File: config.mk
export PLATFORM = sky130hd
export DESIGN_NAME = mash_ti_top
export DESIGN_NICKNAME = d
export VERILOG_FILES = /design/src/rtl/mash_ti_pkg.sv /design/src/rtl/mash_acc_lanes.sv /design/src/rtl/mash_recomb.sv /design/src/rtl/mash_fill_fsm.sv /design/src/rtl/mash_ti_top.sv
export SDC_FILE = /design/constraint.sdc
export NUM_CORES = 1
export LEC_CHECK = 0
export ABC_AREA = 1
export BUFFER_PORTS_ARGS = -buffer_cell sky130_fd_sc_hd__buf_2
export CAP_MARGIN = 20
export CORE_ASPECT_RATIO = 0.6
export CORE_MARGIN = 10
export CORE_UTILIZATION = 45
export CTS_CLUSTER_DIAMETER = 200
export DETAILED_ROUTE_END_ITERATION = 8
export PLACE_DENSITY_LB_ADDON = 0.2
export SETUP_SLACK_MARGIN = 0.15
export SLEW_MARGIN = 15
export SYNTH_ARGS = -nofsm -noshare
export SYNTH_HDL_FRONTEND = slang
export SYNTH_HIERARCHICAL = 1
export SYNTH_SLANG_ARGS = --single-unit
File: constraint.sdc
create_clock -name clk -period 6.2 [get_ports clk]
set_clock_uncertainty 0.1 [all_clocks]
set_input_delay 0.93 -clock clk [delete_from_list [all_inputs] [get_ports clk]]
set_output_delay 0.93 -clock clk [all_outputs]
set_load 0.05 [all_outputs]
File: src/rtl/mash_ti_pkg.sv
package mash_ti_pkg;
    localparam int YW = 3;
    typedef logic signed [YW-1:0] ysamp_t;
    typedef enum logic [1:0] {
        FILL0 = 2'd0,
        FILL1 = 2'd1,
        RUN   = 2'd2
    } fill_state_t;
endpackage

File: src/rtl/mash_acc_lanes.sv
// One first-order stage, unrolled over M lanes. The lane chain is combinational
// inside this stage only; the last lane's sum is the carried state.
module mash_acc_lanes #(
    parameter int N = 16,
    parameter int M = 4
) (
    input  logic           clk,
    input  logic           rst,
    input  logic [M*N-1:0] addend,
    output logic [M*N-1:0] sum_o,
    output logic [M-1:0]   carry_o
);
    logic [N-1:0] last_q;
    logic [N:0]   part [M];

    generate
        for (genvar i = 0; i < M; i++) begin : g_lane
            if (i == 0) begin : g_first
                assign part[i] = {1'b0, last_q} + {1'b0, addend[N-1:0]};
            end else begin : g_next
                assign part[i] = {1'b0, part[i-1][N-1:0]} + {1'b0, addend[i*N +: N]};
            end
            assign sum_o[i*N +: N] = part[i][N-1:0];
            assign carry_o[i]      = part[i][N];
        end
    endgenerate

    always_ff @(posedge clk) begin
        if (rst) last_q <= '0;
        else     last_q <= part[M-1][N-1:0];
    end
endmodule

File: src/rtl/mash_recomb.sv
// Noise-cancelling recombination: y = c1 + c2 - c2 of the previous sample.
module mash_recomb #(
    parameter int M = 4
) (
    input  logic                        clk,
    input  logic                        rst,
    input  logic [M-1:0]                c1_dly,
    input  logic [M-1:0]                c2,
    output logic [mash_ti_pkg::YW*M-1:0] y_o
);
    import mash_ti_pkg::*;

    logic                c2_tail_q;
    logic [M-1:0]        c2_prev;
    logic [YW*M-1:0]     y_next;

    generate
        for (genvar i = 0; i < M; i++) begin : g_rc
            if (i == 0) begin : g_wrap
                assign c2_prev[i] = c2_tail_q;
            end else begin : g_in
                assign c2_prev[i] = c2[i-1];
            end
            assign y_next[YW*i +: YW] = {{(YW-1){1'b0}}, c1_dly[i]}
                                      + {{(YW-1){1'b0}}, c2[i]}
                                      - {{(YW-1){1'b0}}, c2_prev[i]};
        end
    endgenerate

    always_ff @(posedge clk) begin
        if (rst) begin
            c2_tail_q <= 1'b0;
            y_o       <= '0;
        end else begin
            c2_tail_q <= c2[M-1];
            y_o       <= y_next;
        end
    end
endmodule

File: src/rtl/mash_fill_fsm.sv
module mash_fill_fsm (
    input  logic clk,
    input  logic rst,
    output logic out_valid
);
    import mash_ti_pkg::*;

    fill_state_t state_q, state_d;

    always_comb begin
        state_d = state_q;
        unique case (state_q)
            FILL0:   state_d = FILL1;
            FILL1:   state_d = RUN;
            RUN:     state_d = RUN;
            default: state_d = FILL0;
        endcase
    end

    always_ff @(posedge clk) begin
        if (rst) state_q <= FILL0;
        else     state_q <= state_d;
    end

    always_comb begin
        out_valid = (state_q == RUN);
    end
endmodule

File: src/rtl/mash_ti_top.sv
module mash_ti_top #(
    parameter int N = 16,
    parameter int M = 4
) (
    input  logic                          clk,
    input  logic                          rst,
    input  logic [N-1:0]                  x_i,
    output logic [mash_ti_pkg::YW*M-1:0]  y_o,
    output logic                          out_valid_o
);
    logic [M*N-1:0] s1_sum;
    logic [M-1:0]   s1_carry;
    logic [M*N-1:0] res_q;
    logic [M-1:0]   c1_q;
    logic [M*N-1:0] s2_sum;
    logic [M-1:0]   s2_carry;

    mash_acc_lanes #(.N(N), .M(M)) u_stage1 (
        .clk     (clk),
        .rst     (rst),
        .addend  ({M{x_i}}),
        .sum_o   (s1_sum),
        .carry_o (s1_carry)
    );

    // Inter-stage register bank: one full slow cycle for residues and carries.
    always_ff @(posedge clk) begin
        if (rst) begin
            res_q <= '0;
            c1_q  <= '0;
        end else begin
            res_q <= s1_sum;
            c1_q  <= s1_carry;
        end
    end

    mash_acc_lanes #(.N(N), .M(M)) u_stage2 (
        .clk     (clk),
        .rst     (rst),
        .addend  (res_q),
        .sum_o   (s2_sum),
        .carry_o (s2_carry)
    );

    mash_recomb #(.M(M)) u_recomb (
        .clk    (clk),
        .rst    (rst),
        .c1_dly (c1_q),
        .c2     (s2_carry),
        .y_o    (y_o)
    );

    mash_fill_fsm u_fill (
        .clk       (clk),
        .rst       (rst),
        .out_valid (out_valid_o)
    );
endmodule

==> reports/qor.txt <==
arrival time worst endpoint = 5.94 ns
# diodes = 0
largest net degree at the start of global routing = 64
Placed Instances = 1,939
Cells after Synth = 1,595
TritonRoute pass-1 iters = 5
FILL cells = 2,295
H-tree level count = 4
dpl hpwl = 26,600 microns
input/output buffers = 30
share of cells above drive strength 1 = 10.19%
relative slew slack = 56.15%
Syn. warnings = 6
min cycle time layout = 5.738 ns
Worst-Skew Late Latency = 0.44 ns
total global routing overflow = 0
Critical Setup Path Class = input port to flip-flop
Slew Viols, Final = 0
IO Count = 31
Layout Nets = 1,832
Avg Inst Size Synth = 6.434 sq um
unrepaired setup endpoints after global routing = true
critical path's slowest cell = ha_2
WP data required = 6.40 ns
CTS Buffer Depth = 2
clock sinks = 115
Synth Cell Area = 10,260 sq um
outcome = finished clean
Post-CTS Hold Fix Bufs = 0
DRC Markers = 0
number of DRC markers in iteration 0 = 1,094
Via Count = 10,020
most used cell, CP = nand2_1
Crit Path Max Fanout = 5
TritonCTS Buffers = 17
maxcap violations = 0
clock root cell = clkbuf_16
Antenna Nets Post-Route = 0
Hold Path Class = flip-flop to flip-flop
Die W = 215.0 microns
GRT Total Usage = 22.26%
core area = 22,230 sq um
fmax = 174.3 MHz
TritonCTS clock tree = done
clock-pin slew on the worst setup and hold paths = 0.06 ns
FP Rows = 42
Area Overhead vs Synth = 14.20%
slowest stage delay, CP = 0.41 ns
Setup Viol. Count Final = 0
post-synth net total = 1,771
vias in the first global route = 9,048
routed wire length = 32,180 microns
global-route wire length before repair = 50,290 microns
hold slack = 0.4646 ns
initial antenna violation count = 0
Avg WL per Cell = 16.28 microns
Die H = 137.0 microns
full die area = 29,440 sq um
GP Congestion = 0.9581
final worst path period share = 92.56%
Initial Util = 46.17%
Worst Tran Pin Value = 0.6577 ns
Worst Setup End Kind = flip-flop
endpoints failing hold = 0
vias per std cell = 5.066
Finished Layout Cells = 1,977
CP Launch Type = input port
-- placed cells by master, fill, tap and decap left out, types with 9 or more instances in the layout --
cell type    n
nor3_1      10
a21oi_2     19
nor2_1     204
xor2_1      46
nand3_1     71
and2_1      12
inv_1      274
nand3b_1    15
clkbuf_16   17
buf_4       24
ha_1       141
dfxtp_1    115
a21o_1       9
xnor2_1     12
o21ai_0     17
nand2_1    443
nand2_2     23
a21oi_1     80
buf_2       29
-- state kept, by name (all words and copies together), names as in the netlist --
register,count
c1_q,4
res_q,64
u_recomb/y_o,12
u_stage1/last_q,16
u_fill/state_q,2
u_recomb/c2_tail_q,1
u_stage2/last_q,16
-- per-layer routing --
metal | wire [microns] | track usage, % | part of all wire, %
met5 | 0 | 0 | 0
met4 | 492 | 6.782 | 1.5
met3 | 3345 | 5.753 | 10
met2 | 11130 | 28.06 | 35
met1 | 17210 | 34.63 | 53
-- timing repair --
action,CTS,global route
gates resized for setup,0,68
endpoints found under the setup margin,0,11
buffers inserted,0,6
-- through the flow --
stage | instance area (sq um) | setup WS, ns | setup TNS (ns) | utilization, %
floorplan | 10260 | 1.127 | 0 | -
global placement | 10850 | -0.3239 | -1.646 | 48.81
detailed placement | 10850 | -0.2463 | -0.9705 | 48.81
CTS | 11440 | 0.2265 | 0 | 51.45
global route | 11720 | 0.09780 | 0 | 52.72
finish | 11720 | 0.4616 | 0 | 52.72
-- cell type report --
type                    count  area [sq um]  area share (%)
inverters                 277          1040           8.872
flip-flops and latches    115          2302           19.64
clock inverters            11         135.1           1.153
clock buffers              21         450.4           3.843
well taps                 308         385.4           3.288
repair buffers             53         325.3           2.776
multi-input cells        1192          7082           60.42
-- worst max-delay path: cells and delay by family --
kind                       cells  cell delay, ns
AOI/OAI and AO/OA              1            0.25
and+or+nand+nor               21            2.45
adders and majority gates      4            1.45
xor gates and xnor gates       2            0.43
buffers and inverters          4            0.39
-- final timing paths --
path / startpoint / cells past startpoint / to / slack [ns]
worst min register to register: res_q[48] / 3 / u_stage2/last_q[0] / 0.46
worst max register to register: u_stage2/last_q[6] / 31 / u_recomb/y_o[10] / 0.51
worst min-delay path: res_q[48] / 3 / u_stage2/last_q[0] / 0.46
worst max-delay path: x_i[6] / 32 / res_q[62] / 0.46
Power is not shown: default switching activity piles up to over one toggle a cycle in this logic, so the estimate is an artifact.
